[src/rtl/clr_seq_pkg.sv]
// Shared types for the chip erase retry controller.
// Assumes: one state register in the top, encoded here.
package clr_seq_pkg;

    typedef enum logic [2:0] {
        ST_IDLE  = 3'd0,
        ST_SETUP = 3'd1,
        ST_PULSE = 3'd2,
        ST_HOLD  = 3'd3,
        ST_VREAD = 3'd4,
        ST_FSET  = 3'd5,
        ST_FREAD = 3'd6,
        ST_DONE  = 3'd7
    } seq_state_t;

endpackage

[src/rtl/seq_cycle_timer.sv]
// Phase timer: counts cycles since the last clear and flags the last cycle
// of a phase whose length is lim.
// Assumes: lim >= 1 and lim stays constant while a phase runs.
module seq_cycle_timer #(
    parameter int W = 8
) (
    input  logic         clk,
    input  logic         rst_n,
    input  logic         clr,
    input  logic [W-1:0] lim,
    output logic         expire
);
    logic [W-1:0] cnt;

    assign expire = (cnt == lim - W'(1));

    // count up from zero, saturate on the last cycle of the phase
    always_ff @(posedge clk) begin
        if (!rst_n || clr) begin
            cnt <= '0;
        end else if (!expire) begin
            cnt <= cnt + W'(1);
        end
    end
endmodule

[src/rtl/seq_addr_walker.sv]
// Address walker: holds the current word address, steps it by one and
// reports the top address.
// Assumes: the controller never steps past the last address.
module seq_addr_walker #(
    parameter int ADDR_W = 18
) (
    input  logic              clk,
    input  logic              rst_n,
    input  logic              clr,
    input  logic              inc,
    output logic [ADDR_W-1:0] addr,
    output logic              last
);
    assign last = (addr == {ADDR_W{1'b1}});

    // rewind to word 0 or advance by one word
    always_ff @(posedge clk) begin
        if (!rst_n || clr) begin
            addr <= '0;
        end else if (inc) begin
            addr <= addr + ADDR_W'(1);
        end
    end
endmodule

[src/rtl/seq_retry_budget.sv]
// Retry budget: counts failed verifies and flags when one more failure
// would use up the budget.
// Assumes: MAX_TRIES >= 1; inc is never raised once exhausted is set.
module seq_retry_budget #(
    parameter int MAX_TRIES = 20
) (
    input  logic clk,
    input  logic rst_n,
    input  logic clr,
    input  logic inc,
    output logic exhausted
);
    localparam int CW = $clog2(MAX_TRIES) + 1;

    logic [CW-1:0] cnt;

    assign exhausted = (cnt == CW'(MAX_TRIES - 1));

    // one more spent pulse per failed verify
    always_ff @(posedge clk) begin
        if (!rst_n || clr) begin
            cnt <= '0;
        end else if (inc) begin
            cnt <= cnt + CW'(1);
        end
    end

    // the count of spent retries stays below the budget
    a_r6_budget_bound: assert property (@(posedge clk) disable iff (!rst_n)
        cnt < CW'(MAX_TRIES));

    // the controller never asks for a retry past the budget
    a_r6_no_inc_when_spent: assert property (@(posedge clk) disable iff (!rst_n)
        exhausted |-> !inc);
endmodule

[src/rtl/chip_clear_seq.sv]
// Chip erase retry controller (top).
// Runs: setup -> erase pulse -> hold -> word-by-word erase verify, with
// another pulse on each failing word under a shared budget, then a final
// compare at nominal supply. Results are held until the next start.
// Assumes: memory data is valid ACC_CYC cycles after address and enables
// settle; all cycle counts >= 1.
module chip_clear_seq
    import clr_seq_pkg::*;
#(
    parameter int ADDR_W    = 18,
    parameter int DATA_W    = 16,
    parameter int MAX_TRIES = 20,
    parameter int SETUP_CYC = 250,
    parameter int PULSE_CYC = 12500000,
    parameter int HOLD_CYC  = 250,
    parameter int ACC_CYC   = 16
) (
    input  logic              clk,
    input  logic              rst_n,
    input  logic              start_i,
    input  logic [DATA_W-1:0] rd_data_i,
    output logic              supply_hi_o,
    output logic              a9_hv_o,
    output logic              ce_n_o,
    output logic              oe_n_o,
    output logic [ADDR_W-1:0] addr_o,
    output logic              done_o,
    output logic              pass_o,
    output logic              fail_o
);
    localparam int T1   = (SETUP_CYC > PULSE_CYC) ? SETUP_CYC : PULSE_CYC;
    localparam int T2   = (T1 > HOLD_CYC) ? T1 : HOLD_CYC;
    localparam int TMAX = (T2 > ACC_CYC) ? T2 : ACC_CYC;
    localparam int TW   = $clog2(TMAX + 1);
    localparam logic [DATA_W-1:0] ERASED = {DATA_W{1'b1}};

    seq_state_t        st, nxt;
    logic              t_clr, t_exp;
    logic [TW-1:0]     t_lim;
    logic              w_clr, w_inc, w_last;
    logic [ADDR_W-1:0] w_addr;
    logic              r_clr, r_inc, r_spent;
    logic              set_pass, set_fail, take_start;
    logic              word_ok;

    seq_cycle_timer #(.W(TW)) u_timer (
        .clk(clk), .rst_n(rst_n), .clr(t_clr), .lim(t_lim), .expire(t_exp)
    );

    seq_addr_walker #(.ADDR_W(ADDR_W)) u_walk (
        .clk(clk), .rst_n(rst_n), .clr(w_clr), .inc(w_inc),
        .addr(w_addr), .last(w_last)
    );

    seq_retry_budget #(.MAX_TRIES(MAX_TRIES)) u_budget (
        .clk(clk), .rst_n(rst_n), .clr(r_clr), .inc(r_inc), .exhausted(r_spent)
    );

    assign word_ok    = (rd_data_i == ERASED);
    assign take_start = start_i && (st == ST_IDLE || st == ST_DONE);

    // phase length for the current state
    always_comb begin
        case (st)
            ST_SETUP, ST_FSET:  t_lim = TW'(SETUP_CYC);
            ST_PULSE:           t_lim = TW'(PULSE_CYC);
            ST_HOLD:            t_lim = TW'(HOLD_CYC);
            ST_VREAD, ST_FREAD: t_lim = TW'(ACC_CYC);
            default:            t_lim = TW'(1);
        endcase
    end

    // next state and control strobes of the sequence
    always_comb begin
        nxt      = st;
        t_clr    = 1'b0;
        w_clr    = 1'b0;
        w_inc    = 1'b0;
        r_clr    = 1'b0;
        r_inc    = 1'b0;
        set_pass = 1'b0;
        set_fail = 1'b0;
        case (st)
            ST_IDLE, ST_DONE: begin
                if (take_start) begin
                    nxt   = ST_SETUP;
                    t_clr = 1'b1;
                    w_clr = 1'b1;
                    r_clr = 1'b1;
                end
            end
            ST_SETUP: if (t_exp) begin nxt = ST_PULSE; t_clr = 1'b1; end
            ST_PULSE: if (t_exp) begin nxt = ST_HOLD;  t_clr = 1'b1; end
            ST_HOLD:  if (t_exp) begin nxt = ST_VREAD; t_clr = 1'b1; end
            ST_VREAD: begin
                if (t_exp) begin
                    t_clr = 1'b1;
                    if (word_ok) begin
                        if (w_last) begin
                            nxt   = ST_FSET;
                            w_clr = 1'b1;
                        end else begin
                            w_inc = 1'b1;
                        end
                    end else if (r_spent) begin
                        nxt      = ST_DONE;
                        set_fail = 1'b1;
                    end else begin
                        nxt   = ST_SETUP;
                        r_inc = 1'b1;
                    end
                end
            end
            ST_FSET: if (t_exp) begin nxt = ST_FREAD; t_clr = 1'b1; end
            ST_FREAD: begin
                if (t_exp) begin
                    t_clr = 1'b1;
                    if (!word_ok) begin
                        nxt      = ST_DONE;
                        set_fail = 1'b1;
                    end else if (w_last) begin
                        nxt      = ST_DONE;
                        set_pass = 1'b1;
                    end else begin
                        w_inc = 1'b1;
                    end
                end
            end
            default: nxt = ST_IDLE;
        endcase
    end

    // state register
    always_ff @(posedge clk) begin
        if (!rst_n) st <= ST_IDLE;
        else        st <= nxt;
    end

    // result flags, cleared by an accepted start and set once per run
    always_ff @(posedge clk) begin
        if (!rst_n || take_start) begin
            done_o <= 1'b0;
            pass_o <= 1'b0;
            fail_o <= 1'b0;
        end else if (set_pass || set_fail) begin
            done_o <= 1'b1;
            pass_o <= set_pass;
            fail_o <= set_fail;
        end
    end

    // pin levels decoded from the state
    always_comb begin
        supply_hi_o = (st == ST_SETUP) || (st == ST_PULSE) ||
                      (st == ST_HOLD)  || (st == ST_VREAD);
        a9_hv_o     = (st == ST_SETUP) || (st == ST_PULSE) || (st == ST_HOLD);
        ce_n_o      = !((st == ST_PULSE) || (st == ST_FREAD));
        oe_n_o      = !((st == ST_VREAD) || (st == ST_FREAD));
        addr_o      = a9_hv_o ? '0 : w_addr;
    end

    // a pulse only begins after setup levels were already present
    a_r2_pulse_after_setup: assert property (@(posedge clk) disable iff (!rst_n)
        ($fell(ce_n_o) && a9_hv_o) |-> ($past(a9_hv_o) && $past(supply_hi_o)));

    // within verify the address only moves up by one word
    a_r4_verify_step: assert property (@(posedge clk) disable iff (!rst_n)
        (!oe_n_o && ce_n_o && $past(!oe_n_o && ce_n_o) && addr_o != $past(addr_o))
        |-> addr_o == $past(addr_o) + ADDR_W'(1));

    // a pass is only declared straight out of a nominal-supply read
    a_r7_pass_from_final: assert property (@(posedge clk) disable iff (!rst_n)
        $rose(pass_o) |-> ($past(!ce_n_o) && $past(!oe_n_o) && $past(!supply_hi_o)));

    // results are exclusive
    a_r8_exclusive: assert property (@(posedge clk) disable iff (!rst_n)
        !(pass_o && fail_o));

    // results hold until a start strobe
    a_r8_hold: assert property (@(posedge clk) disable iff (!rst_n)
        (done_o && !start_i) |=> (done_o && $stable(pass_o) && $stable(fail_o)));
endmodule

[config.mk]
export PLATFORM = sky130hd
export DESIGN_NAME = chip_clear_seq
export DESIGN_NICKNAME = d
export VERILOG_FILES = /design/src/rtl/clr_seq_pkg.sv /design/src/rtl/seq_cycle_timer.sv /design/src/rtl/seq_addr_walker.sv /design/src/rtl/seq_retry_budget.sv /design/src/rtl/chip_clear_seq.sv
export SDC_FILE = /design/constraint.sdc
export NUM_CORES = 1
export LEC_CHECK = 0
export BUFFER_PORTS_ARGS = -buffer_cell sky130_fd_sc_hd__buf_2
export CAP_MARGIN = 20
export CORE_MARGIN = 10
export CORE_UTILIZATION = 52
export DETAILED_ROUTE_END_ITERATION = 7
export PLACE_DENSITY = 0.73
export SETUP_SLACK_MARGIN = 0.4
export SYNTH_ARGS = -nofsm -noshare
export SYNTH_HDL_FRONTEND = slang
export SYNTH_SLANG_ARGS = --single-unit
[constraint.sdc]
create_clock -name clk -period 2.2 [get_ports clk]
set_input_delay 0.11 -clock clk [delete_from_list [all_inputs] [get_ports clk]]
set_output_delay 0.11 -clock clk [all_outputs]
set_load 0.02 [all_outputs]
==> Implementation_results.wiki <==
{| class="wikitable"
! Metric !! Value
|-
| Worst Setup Path Type || flip-flop to flip-flop
|-
| Post-layout utilization of the core || 0.7425
|-
| Insertion delay of the later-clocked pin in the worst-skew pair || 320 ps
|-
| Worst setup SP type || flip-flop
|-
| Critical-path top delay cell || or4_4
|-
| Main synth FF type || dfxtp_1
|-
| Site row count || 27
|-
| Most common library cell in the layout ignoring fill and taps || dfxtp_1
|-
| Final antenna diode count || 0
|-
| Part of the cycle the worst path needs || 1.060
|-
| Sequential-to-total area share from yosys stat || 0.3541
|-
| Wirelength, routed || 8798 µm
|-
| Clock-pin slew of the registers on the worst-case setup and hold paths || 100 ps
|-
| Number of buffers and inverters on the critical path || 2
|-
| Area used by multi-input combinational logic || 0.002136 mm²
|-
| FFs w/ async S/R, synth || 0
|-
| Yosys reg bits || 54
|-
| Maximum number of pins on one net before global-route repair || 25
|-
| Critical path data arrival time || 2590 ps
|-
| Remaining number of nets flagged by the antenna check after routing || 0
|-
| Part of the power in registers || 0.426
|-
| Status || complete, but fails checks
|-
| Most used cells in the layout excluding fill and tap cells || dfxtp_1, nor2_1, buf_2, buf_4, nand4_1
|-
| Setup violation total in the final timing report || 51
|-
| Sequential cell area || 0.001090 mm²
|-
| Type of the most critical hold path || input port to flip-flop
|-
| Layout cell share with drive strength beyond 1 || 0.3474
|-
| Max Cap Viol || 0
|-
| Horizontal extent of the die || 96.62 µm
|-
| Violations in the final reports || setup timing
|-
| Clock Power Share || 0.257
|-
| Cell at the root of the clock tree || clkbuf_8
|-
| Reported net switching power || 0.7685 mW
|-
| Initial antenna violation count || 0
|-
| WP data required || 2450 ps
|-
| Clock tree from TritonCTS || done
|-
| Cell area after synthesis || 0.003053 mm²
|-
| Total gr overflow || 0
|-
| Number of DRC violations after detailed-routing iteration 0 || 140
|-
| Placeable core area || 0.005608 mm²
|-
| Hold buffer count at cts || 0
|-
| Post-DP HPWL || 6129 µm
|-
| Static leakage || 1.474 nW
|-
| Top Ports || 44
|-
| Cell internal power dissipation || 1.611 mW
|-
| Number of instances in the synthesized netlist || 383
|-
| First drt pass iteration count || 4
|-
| Vias in the first global route || 3,106
|-
| Count of flip-flops with a built-in enable after synthesis || 0
|-
| Count of clock tree sinks || 54
|-
| Final Wtd Congestion || 0.9417
|-
| Final net count || 496
|-
| Unrepaired setup endpoints after global routing || true
|-
| Worst slew margin relative to its limit || 0.6504
|-
| Final min period || 2333 ps
|-
| Synthesized Nets || 405
|-
| # H-tree levels || 2
|-
| Max frequency || 0.4287 GHz
|-
| Slew @ Worst Pin || 523.2 ps
|-
| First-pass GRT wire length || 14,300 µm
|-
| Combinational share of power || 0.317
|-
| PortBufs || 43
|-
| Number of buffers created by CTS || 5
|-
| Worst Setup Slack, final || -132.8 ps
|-
| Die height || 96.62 µm
|-
| Via density per instance || 5.846
|-
| Initial standard-cell utilization of the core || 0.5444
|-
| Delay of the slowest cell on the worst path || 440 ps
|-
| Total global routing track utilization || 0.1721
|-
| Kind of capture point of the worst setup path || flip-flop
|-
| Sw Ratio || 0.3230
|-
| Maximum clock insertion buffer count || 2
|-
| Power density over cell area || 571.5 mW/mm²
|-
| Final worst clock skew || 12.27 ps
|-
| Number of hold violations in the final report || 0
|-
| Total number of yosys warnings || 0
|-
| Pre-CTS WS || -127.7 ps
|-
| Area added between synthesis and finish || 36.39%
|-
| Yosys cell types || 47
|-
| # DRC || 0
|-
| Cell chain of the critical path || a21boi_4 > or4_4 > a221oi_4 > buf_4 > buf_6 > nand4_1 > or4_1 > nand3_1
|-
| Vias after detailed routing || 3,198
|-
| Worst voltage drop across the vdd grid || 0.3366 mV
|-
| Dominant delay contributor by cell family on the critical path || simple AND/OR/NAND/NOR gates
|-
| Overall die area || 0.009335 mm²
|-
| Largest driver fanout on the critical path || 6
|-
| Number of max-slew violations in the final report || 0
|-
| Avg WL per Cell || 16.08 µm
|-
| Fill cells || 420
|-
| Mean instance size in the synthesized netlist || 7.971 µm²
|}
[flip-flops by register name, summed over array words and instances (netlist names)]
| name | count |
|---|---|
| u_walk.addr | 18 |
| done_o | 1 |
| st | 3 |
| fail_o | 1 |
| u_budget.cnt | 6 |
| pass_o | 1 |
| u_timer.cnt | 24 |
[worst paths after layout]
check / cells after the start / slack (ps) / from / end
setup / recovery: 8 / -130 / st[0]$_SDFFE_PN0P_ / st[2]$_SDFFE_PN0P_
hold / removal: 3 / 60 / rst_n / st[0]$_SDFFE_PN0P_
setup reg to reg: 8 / -130 / st[0]$_SDFFE_PN0P_ / st[2]$_SDFFE_PN0P_
hold reg to reg: 2 / 520 / u_walk.addr[1]$_SDFFE_PP0P_ / u_walk.addr[1]$_SDFFE_PP0P_
[worst register-to-register path: stages, from the launching register on]
cell and delay [ps]:
dfxtp_4 380, a21boi_4 140, or4_4 440, a221oi_4 360, buf_4 180, buf_6 110, nand4_1 160, or4_1 440
nand3_1 70
[cells in the mapped netlist, types with 8 or more instances]
cell type	instances	area share
and2_1	19	0.039
or3_1	8	0.016
o21ai_0	16	0.026
inv_1	13	0.016
xor2_1	10	0.029
nand3_1	21	0.034
nor4_1	10	0.020
xnor2_1	16	0.046
a21oi_1	25	0.041
dfxtp_1	54	0.35
nor2_1	48	0.059
and4_1	8	0.023
nand2_1	23	0.028
or4_1	10	0.025
nor3_1	9	0.015
nand4_1	23	0.047
[power groups by stage]
stage | combinational (mW) | clock (mW) | sequential (mW)
2_1_floorplan | 0.331 | 0 | 1.04
3_3_place_gp | 0.545 | 0 | 1.03
3_5_place_dp | 0.552 | 0 | 1.03
4_1_cts | 0.678 | 0.622 | 1.01
5_1_grt | 0.801 | 0.648 | 1.02
6_report | 0.755 | 0.611 | 1.01
[logic make-up after synthesis]
family                   count (synthesis)  synth area share
flip-flops                              54            0.3541
AO/OA/AOI/OAI                           67            0.1328
AND/OR/NAND/NOR                        199            0.3623
adder cells (fa/ha/maj)                  3           0.01230
XOR/XNOR                                26           0.07459
multiplexers                             7           0.02295
buffers and inverters                   27           0.04098
[metrics by stage]
stage | instances | instance area (µm²) | hold WS [ps] | setup TNS [ps] | total power [mW]
after CTS | 542 | 4029 | 56.17 | -782.1 | 2.309
after detailed placement | 528 | 3721 | 389.7 | -1260 | 1.584
after global placement | 528 | 3721 | 390.9 | -600.4 | 1.576
final | 547 | 4164 | 64.35 | -3005 | 2.380
after floorplan | 383 | 3134 | 228.4 | 0 | 1.367
after global routing | 547 | 4164 | 78.65 | -6852 | 2.465
[repair_timing]
item / 4_1_cts / 5_1_grt
endpoints found under the setup margin: 54 / 73
pin swaps: 14 / 12
gates cloned: 1 / 2
resized for setup: 46 / 22
buffers inserted: 5 / 3
[routing by layer]
layer  share of wire  vias to the layer above  GRT usage
li1                -                     1589          -
met1            0.43                     1539     0.2045
met2            0.52                       59     0.3108
met3           0.031                       11    0.02413
met4           0.011                        0    0.04735
met5               0                        -          0
[final cells by class]
type,instances,share of cell area
multi-input combinational,302,0.5129
sequential,54,0.2617
timing repair buffer,98,0.1680
tap,72,0.02163
clock buffer,6,0.01983
inverter,13,0.01172
clock inverter,2,0.004207
Power figures use the tool's default switching activity.
